### config.mk
export PLATFORM = sky130hd
export DESIGN_NAME = dmach_top
export DESIGN_NICKNAME = d
export VERILOG_FILES = /design/src/rtl/dmach_pkg.sv /design/src/rtl/dmach_desc_regs.sv /design/src/rtl/dmach_trig_sel.sv /design/src/rtl/dmach_ptr_step.sv /design/src/rtl/dmach_len_calc.sv /design/src/rtl/dmach_top.sv
export SDC_FILE = /design/constraint.sdc
export NUM_CORES = 1
export LEC_CHECK = 0
export ABC_AREA = 1
export BUFFER_PORTS_ARGS = -buffer_cell sky130_fd_sc_hd__buf_2
export CAP_MARGIN = 20
export CORE_MARGIN = 1.5
export CORE_UTILIZATION = 41
export DETAILED_ROUTE_END_ITERATION = 8
export PLACE_DENSITY = 0.7
export RECOVER_POWER = 50
export REMOVE_ABC_BUFFERS = 1
export SETUP_SLACK_MARGIN = 0.15
export SYNTH_ARGS = -nofsm -noshare
export SYNTH_HDL_FRONTEND = slang
export SYNTH_SLANG_ARGS = --single-unit
### constraint.sdc
create_clock -name clk -period 3.25 [get_ports clk]
set_clock_uncertainty 0.15 [all_clocks]
set_input_delay 0.65 -clock clk [delete_from_list [all_inputs] [get_ports clk]]
set_output_delay 0.65 -clock clk [all_outputs]
set_load 0.05 [all_outputs]
### src/rtl/dmach_pkg.sv
package dmach_pkg;
  localparam int LEN_W  = 13;
  localparam int TSEL_W = 5;

  localparam logic [2:0] LM_FIXED   = 3'd0;
  localparam logic [2:0] LM_ONEPLUS = 3'd1;
  localparam logic [2:0] LM_INCL    = 3'd2;
  localparam logic [2:0] LM_PLUS1   = 3'd3;
  localparam logic [2:0] LM_PLUS2   = 3'd4;

  typedef enum logic [1:0] {ST_IDLE, ST_RD, ST_CAP, ST_WR} chan_state_e;

  typedef struct packed {
    logic              cnt7;
    logic              irq_en;
    logic [1:0]        dst_step;
    logic [1:0]        src_step;
    logic [TSEL_W-1:0] tsel;
    logic [1:0]        tmode;
    logic              wsize;
  } chan_ctl_t;
endpackage

### src/rtl/dmach_desc_regs.sv
module dmach_desc_regs
  import dmach_pkg::*;
#(
  parameter int ADDR_W = 16
) (
  input  logic              clk,
  input  logic              rst,
  input  logic              we,
  input  logic [1:0]        sel,
  input  logic [15:0]       wdata,
  output logic [ADDR_W-1:0] src_base,
  output logic [ADDR_W-1:0] dst_base,
  output logic [LEN_W-1:0]  len,
  output logic [2:0]        lmode,
  output chan_ctl_t         ctl
);
  localparam int CTL_W = $bits(chan_ctl_t);

  always_ff @(posedge clk) begin
    if (rst) begin
      src_base <= '0;
      dst_base <= '0;
      len      <= '0;
      lmode    <= '0;
      ctl      <= '0;
    end else if (we) begin
      case (sel)
        2'd0: src_base <= ADDR_W'(wdata);
        2'd1: dst_base <= ADDR_W'(wdata);
        2'd2: begin
          len   <= wdata[LEN_W-1:0];
          lmode <= wdata[15:13];
        end
        default: ctl <= chan_ctl_t'(wdata[CTL_W-1:0]);
      endcase
    end
  end
endmodule

### src/rtl/dmach_trig_sel.sv
module dmach_trig_sel
  import dmach_pkg::*;
#(
  parameter int NTRIG = 32
) (
  input  logic [NTRIG-1:0]  trig_in,
  input  logic [TSEL_W-1:0] tsel,
  output logic              hit
);
  logic [NTRIG-1:0] match;

  for (genvar i = 0; i < NTRIG; i++) begin : g_line
    assign match[i] = trig_in[i] && (tsel == TSEL_W'(i));
  end

  assign hit = (|match) && (tsel != '0);
endmodule

### src/rtl/dmach_ptr_step.sv
module dmach_ptr_step #(
  parameter int ADDR_W = 16
) (
  input  logic              clk,
  input  logic              rst,
  input  logic              load,
  input  logic [ADDR_W-1:0] base,
  input  logic              step,
  input  logic [1:0]        code,
  input  logic              wsize,
  output logic [ADDR_W-1:0] ptr
);
  logic [ADDR_W-1:0] unit;
  logic [ADDR_W-1:0] delta;

  assign unit = wsize ? ADDR_W'(2) : ADDR_W'(1);

  always_comb begin
    case (code)
      2'd0:    delta = '0;
      2'd1:    delta = unit;
      2'd2:    delta = unit << 1;
      default: delta = ADDR_W'(0) - unit;
    endcase
  end

  always_ff @(posedge clk) begin
    if (rst)       ptr <= '0;
    else if (load) ptr <= base;
    else if (step) ptr <= ptr + delta;
  end

  // the pointer holds its value between loads and steps
  p_ptr_hold_r10: assert property (@(posedge clk) disable iff (rst)
    (!load && !step) |=> $stable(ptr));
endmodule

### src/rtl/dmach_len_calc.sv
module dmach_len_calc
  import dmach_pkg::*;
(
  input  logic [7:0]       first,
  input  logic             cnt7,
  input  logic [2:0]       lmode,
  output logic [LEN_W-1:0] rest
);
  logic [7:0]       v;
  logic [LEN_W-1:0] vx;

  assign v  = cnt7 ? {1'b0, first[6:0]} : first;
  assign vx = LEN_W'(v);

  always_comb begin
    case (lmode)
      LM_INCL:  rest = (v == 8'd0) ? '0 : vx - LEN_W'(1);
      LM_PLUS1: rest = vx + LEN_W'(1);
      LM_PLUS2: rest = vx + LEN_W'(2);
      default:  rest = vx;
    endcase
  end
endmodule

### src/rtl/dmach_top.sv
module dmach_top
  import dmach_pkg::*;
#(
  parameter int ADDR_W = 16,
  parameter int NTRIG  = 32
) (
  input  logic              clk,
  input  logic              rst,
  input  logic              cfg_we,
  input  logic [1:0]        cfg_sel,
  input  logic [15:0]       cfg_wdata,
  input  logic              arm_we,
  input  logic [7:0]        arm_wdata,
  input  logic              man_req,
  input  logic [NTRIG-1:0]  trig_in,
  output logic              mem_rd_req,
  output logic              mem_wr_req,
  output logic              mem_word,
  output logic [ADDR_W-1:0] mem_addr,
  output logic [15:0]       mem_wdata,
  input  logic [15:0]       mem_rdata,
  output logic              armed,
  output logic              irq_done
);
  logic [ADDR_W-1:0] src_base, dst_base, src_ptr, dst_ptr;
  logic [LEN_W-1:0]  len, rem, rem_next, first_rest;
  logic [2:0]        lmode;
  chan_ctl_t         ctl;
  chan_state_e       st;
  logic              trig_hit, first_q, abort_pend;
  logic              var_mode, rep_mode, blk_mode;
  logic              arm_go, abort_wr, abort_now, start, zero_done, wr_done, reload;

  dmach_desc_regs #(.ADDR_W(ADDR_W)) u_regs (
    .clk(clk), .rst(rst), .we(cfg_we), .sel(cfg_sel), .wdata(cfg_wdata),
    .src_base(src_base), .dst_base(dst_base), .len(len), .lmode(lmode), .ctl(ctl)
  );

  dmach_trig_sel #(.NTRIG(NTRIG)) u_trig (
    .trig_in(trig_in), .tsel(ctl.tsel), .hit(trig_hit)
  );

  dmach_ptr_step #(.ADDR_W(ADDR_W)) u_src (
    .clk(clk), .rst(rst), .load(reload), .base(src_base),
    .step(st == ST_RD), .code(ctl.src_step), .wsize(ctl.wsize), .ptr(src_ptr)
  );

  dmach_ptr_step #(.ADDR_W(ADDR_W)) u_dst (
    .clk(clk), .rst(rst), .load(reload), .base(dst_base),
    .step(st == ST_WR), .code(ctl.dst_step), .wsize(ctl.wsize), .ptr(dst_ptr)
  );

  dmach_len_calc u_len (
    .first(mem_wdata[7:0]), .cnt7(ctl.cnt7), .lmode(lmode), .rest(first_rest)
  );

  assign var_mode  = (lmode >= LM_ONEPLUS) && (lmode <= LM_PLUS2);
  assign rep_mode  = ctl.tmode[1];
  assign blk_mode  = ctl.tmode[0];
  assign abort_wr  = arm_we && arm_wdata[0] && arm_wdata[7];
  assign arm_go    = (st == ST_IDLE) && arm_we && arm_wdata[0] && !arm_wdata[7];
  assign start     = (st == ST_IDLE) && armed && !arm_we && (man_req || trig_hit);
  assign zero_done = start && !var_mode && (rem == '0);
  assign abort_now = abort_pend || abort_wr;
  assign rem_next  = (first_q && var_mode) ? first_rest : rem - LEN_W'(1);
  assign wr_done   = (st == ST_WR) && !abort_now && (rem_next == '0);
  assign reload    = arm_go || ((zero_done || wr_done) && rep_mode);

  always_ff @(posedge clk) begin
    if (rst) begin
      st         <= ST_IDLE;
      armed      <= 1'b0;
      mem_rd_req <= 1'b0;
      mem_wr_req <= 1'b0;
      mem_word   <= 1'b0;
      mem_addr   <= '0;
      mem_wdata  <= '0;
      irq_done   <= 1'b0;
      rem        <= '0;
      first_q    <= 1'b0;
      abort_pend <= 1'b0;
    end else begin
      irq_done <= 1'b0;
      case (st)
        ST_IDLE: begin
          abort_pend <= 1'b0;
          if (abort_wr) begin
            armed <= 1'b0;
          end else if (arm_go) begin
            armed   <= 1'b1;
            rem     <= len;
            first_q <= 1'b1;
          end else if (zero_done) begin
            irq_done <= ctl.irq_en;
            if (rep_mode) begin
              rem     <= len;
              first_q <= 1'b1;
            end else begin
              armed <= 1'b0;
            end
          end else if (start) begin
            st         <= ST_RD;
            mem_rd_req <= 1'b1;
            mem_word   <= ctl.wsize;
            mem_addr   <= src_ptr;
          end
        end
        ST_RD: begin
          mem_rd_req <= 1'b0;
          st         <= ST_CAP;
          if (abort_wr) abort_pend <= 1'b1;
        end
        ST_CAP: begin
          mem_wr_req <= 1'b1;
          mem_addr   <= dst_ptr;
          mem_wdata  <= ctl.wsize ? mem_rdata : {8'h00, mem_rdata[7:0]};
          st         <= ST_WR;
          if (abort_wr) abort_pend <= 1'b1;
        end
        default: begin
          mem_wr_req <= 1'b0;
          first_q    <= 1'b0;
          rem        <= rem_next;
          st         <= ST_IDLE;
          if (abort_now) begin
            armed      <= 1'b0;
            abort_pend <= 1'b0;
          end else if (wr_done) begin
            irq_done <= ctl.irq_en;
            if (rep_mode) begin
              rem     <= len;
              first_q <= 1'b1;
            end else begin
              armed <= 1'b0;
            end
          end else if (blk_mode) begin
            st         <= ST_RD;
            mem_rd_req <= 1'b1;
            mem_addr   <= src_ptr;
          end
        end
      endcase
    end
  end

  // read and write never share a cycle
  p_bus_excl_r5: assert property (@(posedge clk) disable iff (rst)
    !(mem_rd_req && mem_wr_req));

  // every write comes two cycles after its read
  p_wr_after_rd_r5: assert property (@(posedge clk) disable iff (rst)
    mem_wr_req |-> $past(mem_rd_req, 2));

  // an idle channel that is not armed issues no read
  p_no_start_unarmed_r4: assert property (@(posedge clk) disable iff (rst)
    (st == ST_IDLE && !armed) |=> !mem_rd_req);

  // an abort write on an idle channel disarms it
  p_abort_idle_r3: assert property (@(posedge clk) disable iff (rst)
    (abort_wr && st == ST_IDLE) |=> !armed);

  // completion in a non-repeated mode leaves the channel disarmed
  p_done_disarm_r12: assert property (@(posedge clk) disable iff (rst)
    (irq_done && !$past(ctl.tmode[1])) |-> !armed);
endmodule

==> flow_summary.yaml, run 1 <==
synth:
  ys_dominant_reg_cell: "dfxtp_1"
  synth-edff-count: 0
  ys_warn_count: 0
  async_reset_ff_frac: 0
  syn_inst: 1502
  synth.avg_cell_area_um2: 6.23
  yosysUniqueCellTypes: 39
  synth-seq-cells: 148
  syn_area_um2: 9360
  ys_seq_area_frac: 0.316
cts:
  cts_buffers: 17
  h-tree-depth: 4
  cts_tree: "yes"
  clkSinkCount: 148
  clockRootBuffer: "clkbuf_16"
  cts_buffer_depth: 2
  clk_latency_ns: 0.43
  clk_pin_slew_ns: 0.06
power_and_ir_drop:
  power_frac_seq: 0.291
  p_switching_uw: 3740
  switching_share: 0.466
  ir_drop_uv: 394
  combPwrFrac: 0.481
  clockPowerShare: 0.229
  cellPowerDensity_nw_per_um2: 749
  p_leak_uw: 0.00546
  power.internal_uw: 4290
timing:
  finalSetupViolCount: 0
  fin_ws_ns: 0.269
  finalCritPeriodShare: 0.917
  timing.final.crit_period_ns: 2.98
  hold_violations: 0
  hold_slack_ns: 0.304
  drv_slew: 122
  timing.fmax_ghz: 0.335
  slew_headroom: -0.375
  worst_pin_slew_ns: 2.06
  grt_setup_unrepaired: "yes"
run:
  cap_viol_max_count: 1
status:
  violations: "max-capacitance violations, max-slew violations"
  outcome: "complete, but fails checks"
final_layout:
  fin_nets: 1710
  syn_to_final_growth_pct: 14.5
  layout-drive-gt1-share: 0.100
  diodes: 0
grt:
  grt_pass1_vias: 8899
  grt_antenna_before_repair: 0
  grtUsageTotal: 0.228
  grt_pass1_wl_mm: 43.8
  grt_overflow: 0
  grt_max_degree: 122
hold_path:
  whs_path_depth: 2
  hp-class: "reg2reg"
detailed_routing:
  finalWirelength_mm: 27.0
  ant_nets: 0
  dr.pass1.iters: 7
  avgViaCountPerCell: 5.18
  route.detailed.drc: 0
  routedWlPerCell_um: 14.3
  vias: 9756
  drtIter0Drc: 698
worst_setup_path:
  crit_path_end: "u_regs.src_base[13]"
  r2r-start: "rem[0]"
  r2r_end: "u_src.ptr[14]"
  startpoint: "rst"
  worst-setup-path-type: "in2reg"
  end_kind: "flip-flop"
  start_kind: "input pin"
  reg2reg_setup_slack_ns: 0.30
  critPathArrivalTime_ns: 3.18
  cp.required_ns: 3.45
  cp_max_fo: 121
  worstRegToRegCells: 19
die:
  rows: 55
  dieHeight_um: 154
  io_pins: 116
  initial_core_util: 0.416
  die-area_um2: 23800
  die_w_um: 154
  coreArea_um2: 22500
place:
  port-buffer-count: 108
  gp_congestion: 0.898
  dp_hpwl_mm: 19.0
  pre_cts_ws_ns: 0.269
[Yosys cell counts (all sizes together), types with 10 or more instances]
| cell type | count | area share |
|---|---|---|
| a21oi | 95 | 0.051 |
| buf | 28 | 0.016 |
| clkbuf | 37 | 0.015 |
| dfxtp | 148 | 0.32 |
| ha | 39 | 0.052 |
| inv | 172 | 0.069 |
| nand2 | 391 | 0.16 |
| nand3 | 155 | 0.087 |
| nand4 | 43 | 0.030 |
| nor2 | 233 | 0.096 |
| o21ai | 98 | 0.053 |
| xnor2 | 10 | 0.0094 |
| xor2 | 26 | 0.024 |
[how the worst min path moves through the flow]
stage	start	endpoint	slack, ns
2_1_floorplan	u_regs.ctl[12]	irq_done	0.27
3_3_place_gp	u_regs.len[9]	u_regs.len[9]	0.29
3_5_place_dp	u_regs.len[9]	u_regs.len[9]	0.30
4_1_cts	u_regs.len[9]	u_regs.len[9]	0.31
5_1_grt	u_regs.len[9]	u_regs.len[9]	0.32
6_report	u_regs.len[9]	u_regs.len[9]	0.30
[logic make-up after synthesis]
group / after synthesis / synth area share
xor+xnor: 36 / 0.0337
buf+inv: 239 / 0.101
simple gates: 832 / 0.378
flops: 148 / 0.316
compound gates: 206 / 0.115
fa+ha+maj: 41 / 0.0564
[per-stage QoR]
stage / instances / area (um2) / TNS (ns) / util / total power [uW]
2_1_floorplan: 1437 / 9070 / -0.317 / - / 5120
3_3_place_gp: 1854 / 10200 / 0 / 0.453 / 6080
3_5_place_dp: 1854 / 10200 / 0 / 0.453 / 6120
4_1_cts: 1883 / 10700 / 0 / 0.477 / 7980
5_1_grt: 1885 / 10700 / 0 / 0.476 / 8620
6_report: 1885 / 10700 / 0 / 0.476 / 8030
[critical path, stage by stage]
cell and delay, ns:
buf_2 0.29, clkinv_1 0.08, buf_2 1.44, o21ai_0 0.42, nor2_1 0.18
[sequential cells by signal, summed over array words and instances, names as in the netlist, 13 cells and up]
name             count
rem                 13
mem_addr            16
mem_wdata           16
u_regs.ctl          14
u_dst.ptr           16
u_regs.len          13
u_regs.src_base     16
u_regs.dst_base     16
u_src.ptr           16
[repair_timing]
action	CTS	global route
setup buffers	0	2
endpoints found under the setup margin	0	61
resized for setup	0	13
hold buffers	0	0
[cells in the final DEF (no fill, tap or decap), types with 4 or more instances in the layout]
cell type  instances
clkbuf_1          41
nor3_1             7
nand4_1           42
nand2_1          387
ha_1              39
nand3_1          149
buf_4             21
inv_2             11
dfxtp_1          145
xnor2_1           10
buf_2             72
nand3_2            4
o21ai_1            8
clkbuf_16         17
xor2_1            26
a21oi_1           94
inv_1            160
o21ai_0           88
nor2_1           225
nor2_2             5
[power by group through the flow]
stage	registers [uW]	logic, uW	clock network [uW]
after floorplan	2810	2310	0
after global placement	2350	3730	0
after detailed placement	2360	3760	0
after CTS	2320	3800	1860
after global routing	2370	4300	1940
final	2330	3860	1840
[metal layers]
metal / vias to the layer above / GRT usage / share of wire
li1: 4998 / - / -
met4: 0 / 0.0670 / 0.019
met3: 35 / 0.0443 / 0.062
met2: 306 / 0.385 / 0.47
met1: 4417 / 0.295 / 0.45
met5: - / 0 / 0
[area by class of cell]
| cell class | instances | area, um2 |
|---|---|---|
| Fill cell | 2367 | 11800 |
| Multi-Input combinational cell | 1115 | 5490 |
| Sequential cell | 148 | 2970 |
| Timing Repair Buffer | 134 | 721 |
| Inverter | 174 | 653 |
| Clock buffer | 21 | 450 |
| Tap cell | 285 | 357 |
| Clock inverter | 8 | 80.1 |
Note: power is estimated with default switching activity, not from simulation.
==> run 2: changes to the inputs <==
Settings changed: CORE_ASPECT_RATIO from default to 0.8.
==> flow_summary.yaml, run 2 (synthesis results as in run 1) <==
hold_path:
  hp-class: "reg2reg"
detailed_routing:
  finalWirelength_mm: 27.4
  route.detailed.drc: 0
  ant_nets: 0
  avgViaCountPerCell: 5.12
  vias: 9778
  routedWlPerCell_um: 14.4
  drtIter0Drc: 890
  dr.pass1.iters: 5
worst_setup_path:
  start_kind: "flip-flop"
  critPathTopFamily: "simple AND/OR/NAND/NOR gates"
  max_stage_delay_ns: 0.55
  r2r_end: "mem_addr[2]"
  reg2reg_setup_slack_ns: 0.36
  worstRegToRegCells: 19
  startpoint: "mem_wdata[0]"
  cp.required_ns: 3.42
  end_kind: "flip-flop"
  worst-setup-path-type: "reg2reg"
  cp_max_fo: 32
  path_depth: 19
  crit_path_end: "mem_addr[2]"
  crit_top_cell: "nand2_1"
  cpMaxStageDelayCell: "dfxtp_1"
  critPathArrivalTime_ns: 3.06
  r2r-start: "mem_wdata[0]"
  cp_cell_sequence: "ha_1 > nand2_1 > nor2_1 > nand2_1 > nand2_1 > nor2_1 > nor2_1 > nand3_1 > nand2_1 > nand2_1 > nor2_2 > nand3_2 > nand3_1 > nand2_1 > nand2_2 > buf_12 > nand2_1 > nand2_1 > nor2_1"
  cp_num_buf_inv: 1
timing:
  finalSetupViolCount: 0
  hold_violations: 0
  timing.final.crit_period_ns: 2.89
  timing.fmax_ghz: 0.347
  hold_slack_ns: 0.318
  fin_ws_ns: 0.365
  drv_slew: 0
  finalCritPeriodShare: 0.888
  slew_headroom: 0.0461
  grt_setup_unrepaired: "no"
  worst_pin_slew_ns: 1.42
cts:
  hold_buffers: 0
  clk_latency_ns: 0.43
  cts_tree: "yes"
  clockRootBuffer: "clkbuf_16"
  cts_buffer_depth: 2
  cts_buffers: 17
  clk_pin_slew_ns: 0.06
  clkSinkCount: 148
  h-tree-depth: 4
die:
  die_w_um: 172
  die-area_um2: 23800
  dieHeight_um: 138
  rows: 49
  coreArea_um2: 22400
  io_pins: 116
  initial_core_util: 0.417
power_and_ir_drop:
  p_leak_uw: 0.00554
  cellPowerDensity_nw_per_um2: 768
  ir_drop_uv: 403
final_layout:
  fin_nets: 1710
  syn_to_final_growth_pct: 15.8
  ff_latch_area_um2: 2970
  most-common-layout-cells: "nand2_1, nor2_1, inv_1"
  layout_commonest_cell: "nand2_1"
  final_area_um2: 10800
  diodes: 0
  layout-drive-gt1-share: 0.106
  nFillCells: 2367
  multi_input_area_um2: 5460
  stdcell_count: 1909
place:
  port-buffer-count: 108
  place_area_um2: 10200
  dp_hpwl_mm: 19.9
  post-place-cells: 1875
  pre_cts_ws_ns: 0.372
  gp_congestion: 0.932
grt:
  grt_pass1_wl_mm: 44.1
  grt_max_degree: 67
  grt_antenna_before_repair: 1
  grt_overflow: 0
  grt_pass1_vias: 8692
  grtUsageTotal: 0.232
status:
  outcome: "finished clean"
run:
  cap_viol_max_count: 0
-- run 2: changes by cell type in the layout (fill, tap and decap cells not counted), sizes merged --
cell	before	now
buf	96	100
bufinv	1	4
clkbuf	59	54
clkinv	6	8
clkinvlp	3	2
-- run 2: tightest hold or removal path, stage by stage, from the launching register on --
cell and delay, ns:
dfxtp_1 0.31, nand2_1 0.06, a21oi_1 0.05
-- run 2: through the flow --
step	utilization	TNS, ns	power (uW)
2_1_floorplan	-	-0.317	5120
3_3_place_gp	0.456	0	6120
3_5_place_dp	0.456	0	6150
4_1_cts	0.484	0	8330
5_1_grt	0.483	0	8900
6_report	0.483	0	8320
-- run 2: cell type report --
type,count,share of cell area
well taps,306,0.0353
flip-flops and latches,148,0.274
clock buffers,20,0.0431
clock inverters,12,0.0162
repair buffers,134,0.0671
inverters,174,0.0607
multi-input cells,1115,0.504
-- run 2: worst min path at each step --
stage               depth (start not counted)            from             to  slack (ns)
CTS                                         2    mem_wdata[9]   mem_wdata[9]        0.32
finish                                      2    mem_wdata[9]   mem_wdata[9]        0.32
floorplan                                   2  u_regs.ctl[12]       irq_done        0.27
global placement                            2   u_regs.len[9]  u_regs.len[9]        0.30
detailed placement                          2    mem_wdata[9]   mem_wdata[9]        0.31
global route                                2   mem_wdata[11]  mem_wdata[11]        0.33
-- run 2: power by group --
group          total (uW)  internal, uW  switching (uW)
logic                3810          1100            2720
registers            2360          2110             247
clock network        2150          1350             802
total                8320          4560            3770
-- run 2: layer usage --
layer,vias to the layer above,share of wire,track usage,routed length (um)
li1,4989,-,-,-
met1,4354,0.49,0.355,13300
met2,398,0.41,0.322,11100
met3,35,0.093,0.0518,2540
met4,2,0.015,0.0613,413
met5,-,0.00044,0,12
-- run 2: timing repair --
action / 4_1_cts / 5_1_grt
setup buffers: 0 / 2
endpoints found under the setup margin: 0 / 52
resized for setup: 0 / 8
==> run 3: changes to the inputs <==
Settings changed: ABC_AREA 1 to default.
==> flow_summary.yaml, run 3 <==
detailed_routing:
  drtIter0Drc: 644
  vias: 9046
  routedWlPerCell_um: 17.9
  avgViaCountPerCell: 5.79
  ant_nets: 0
  finalWirelength_mm: 27.9
  dr.pass1.iters: 5
  route.detailed.drc: 0
synth:
  yosysUniqueCellTypes: 85
  synth.avg_cell_area_um2: 8.20
  ys_warn_count: 0
  synth.top_cell.area_share: 0.328
  synth_area_leaders: "dfxtp_1, nand2_1, mux2i_1"
  async_reset_ff_frac: 0
  synth-edff-count: 0
  ys_seq_area_frac: 0.328
  syn_area_um2: 9040
  syn_inst: 1102
  ys_dominant_reg_cell: "dfxtp_1"
  synth-seq-cells: 148
  synth.most_common_cell: "nand2_1"
  yosys.area.top_type: "dfxtp_1"
  synthTopCellsByCount: "nand2_1, dfxtp_1, nor2_1, a21oi_1, mux2i_1"
timing:
  finalCritPeriodShare: 0.991
  worst_pin_slew_ns: 0.925
  hold_slack_ns: 0.300
  finalSetupViolCount: 0
  grt_setup_unrepaired: "yes"
  fin_ws_ns: 0.0292
  slew_headroom: 0.383
  drv_slew: 0
  hold_violations: 0
  timing.final.crit_period_ns: 3.22
  timing.fmax_ghz: 0.310
final_layout:
  multi_input_area_um2: 6190
  fin_nets: 1395
  layout-drive-gt1-share: 0.335
  syn_to_final_growth_pct: 31.3
  ff_latch_area_um2: 3000
  nFillCells: 1898
  most-common-layout-cells: "nand2_1, dfxtp_1, buf_2"
  diodes: 0
  layout_commonest_cell: "nand2_1"
die:
  die-area_um2: 23000
  die_w_um: 169
  initial_core_util: 0.418
  dieHeight_um: 136
  io_pins: 116
  rows: 48
  coreArea_um2: 21600
power_and_ir_drop:
  cellPowerDensity_nw_per_um2: 541
  switching_share: 0.350
  p_leak_uw: 0.00477
  clockPowerShare: 0.307
  power_frac_seq: 0.330
  p_switching_uw: 2250
  ir_drop_uv: 340
  power.internal_uw: 4180
  combPwrFrac: 0.363
place:
  port-buffer-count: 108
  dp_hpwl_mm: 19.2
  gp_congestion: 0.915
  pre_cts_ws_ns: -0.220
grt:
  grt_max_degree: 48
  grt_pass1_vias: 8306
  grt_antenna_before_repair: 0
  grt_overflow: 0
  grt_pass1_wl_mm: 43.8
  grtUsageTotal: 0.243
cts:
  clkSinkCount: 148
  clk_latency_ns: 0.43
  cts_tree: "yes"
  hold_buffers: 0
  h-tree-depth: 4
  cts_buffers: 17
  cts_buffer_depth: 2
  clockRootBuffer: "clkbuf_16"
  clk_pin_slew_ns: 0.07
worst_setup_path:
  end_kind: "flip-flop"
  start_kind: "flip-flop"
  cp.required_ns: 3.41
  cp_max_fo: 28
  critPathArrivalTime_ns: 3.38
  worst-setup-path-type: "reg2reg"
run:
  cap_viol_max_count: 0
status:
  outcome: "finished clean"
hold_path:
  hp-class: "in2reg"
run 3: cell types whose count changed in the layout (fill, tap and decap cells not counted), moves of 67 or more:
cell     previous run  this run
inv_1             159        18
nand3_1           149        20
nor2_1            226        97
nand2_1           387       161
o21ai_0            88        21
buf_4              20        97
run 3: critical path, cell delays in order, from the launching register on:
cell	delay, ns
dfxtp_4	0.37
inv_4	0.07
ha_4	0.13
or3b_4	0.42
nand2_4	0.09
a31oi_4	0.11
a221oi_4	0.32
o2111ai_2	0.18
buf_4	0.18
or3_4	0.40
o22a_4	0.27
buf_12	0.18
o211ai_1	0.13
a21oi_1	0.09
run 3: cell families after synthesis:
| family | share of synthesized area |
|---|---|
| AOI/OAI and AO/OA | 0.239 |
| xor gates and xnor gates | 0.0368 |
| adders and majority gates | 0.0584 |
| buffers and inverters | 0.0482 |
| DFF | 0.328 |
| muxes | 0.0735 |
| and+or+nand+nor | 0.217 |
run 3: final timing paths:
kind / startpoint / endpoint / slack, ns / cells after the start
max: mem_wdata[1] / u_dst.ptr[7] / 0.03 / 13
min: mem_rdata[3] / mem_wdata[3] / 0.30 / 3
max reg2reg: mem_wdata[1] / u_dst.ptr[7] / 0.03 / 13
min reg2reg: u_regs.dst_base[2] / u_regs.dst_base[2] / 0.31 / 2
run 3: routing by layer:
metal | global-route usage | wire length [um] | up-vias | part of all wire
met5 | 0 | 0 | - | 0
met4 | 0.0782 | 555 | 0 | 0.020
met3 | 0.0443 | 1970 | 38 | 0.070
met2 | 0.388 | 12700 | 336 | 0.45
met1 | 0.332 | 12800 | 4354 | 0.46
li1 | - | - | 4318 | -
run 3: final cells by class:
cell class	instances	share of cell area
multi-input cells	854	0.521
flip-flops and latches	148	0.252
repair buffers	230	0.140
clock buffers	20	0.0385
well taps	275	0.0290
clock inverters	12	0.0110
inverters	24	0.00780
run 3: power groups by stage:
stage | Clock [uW] | Combinational [uW] | Sequential (uW)
final | 1970 | 2340 | 2120
after global routing | 2070 | 2510 | 2140
after CTS | 1990 | 2210 | 2120
after detailed placement | 0 | 1910 | 2150
after global placement | 0 | 1880 | 2150
after floorplan | 0 | 1060 | 2350
run 3: timing repair:
action                                  CTS  global route
buffers inserted                         17             5
pin swaps                                23            29
cloned                                    2             1
gates resized for setup                 111            48
endpoints found under the setup margin   63            65
run 3: per-stage QoR:
stage | total power, uW | instances | instance area (um2) | util | setup TNS (ns)
after floorplan | 3410 | 1026 | 8700 | - | -47.92
after global placement | 4020 | 1506 | 10400 | 0.482 | -6.12
after detailed placement | 4070 | 1506 | 10400 | 0.482 | -8.25
after CTS | 6320 | 1557 | 11600 | 0.538 | 0
after global routing | 6720 | 1563 | 11900 | 0.549 | -0.427
final | 6430 | 1563 | 11900 | 0.549 | 0
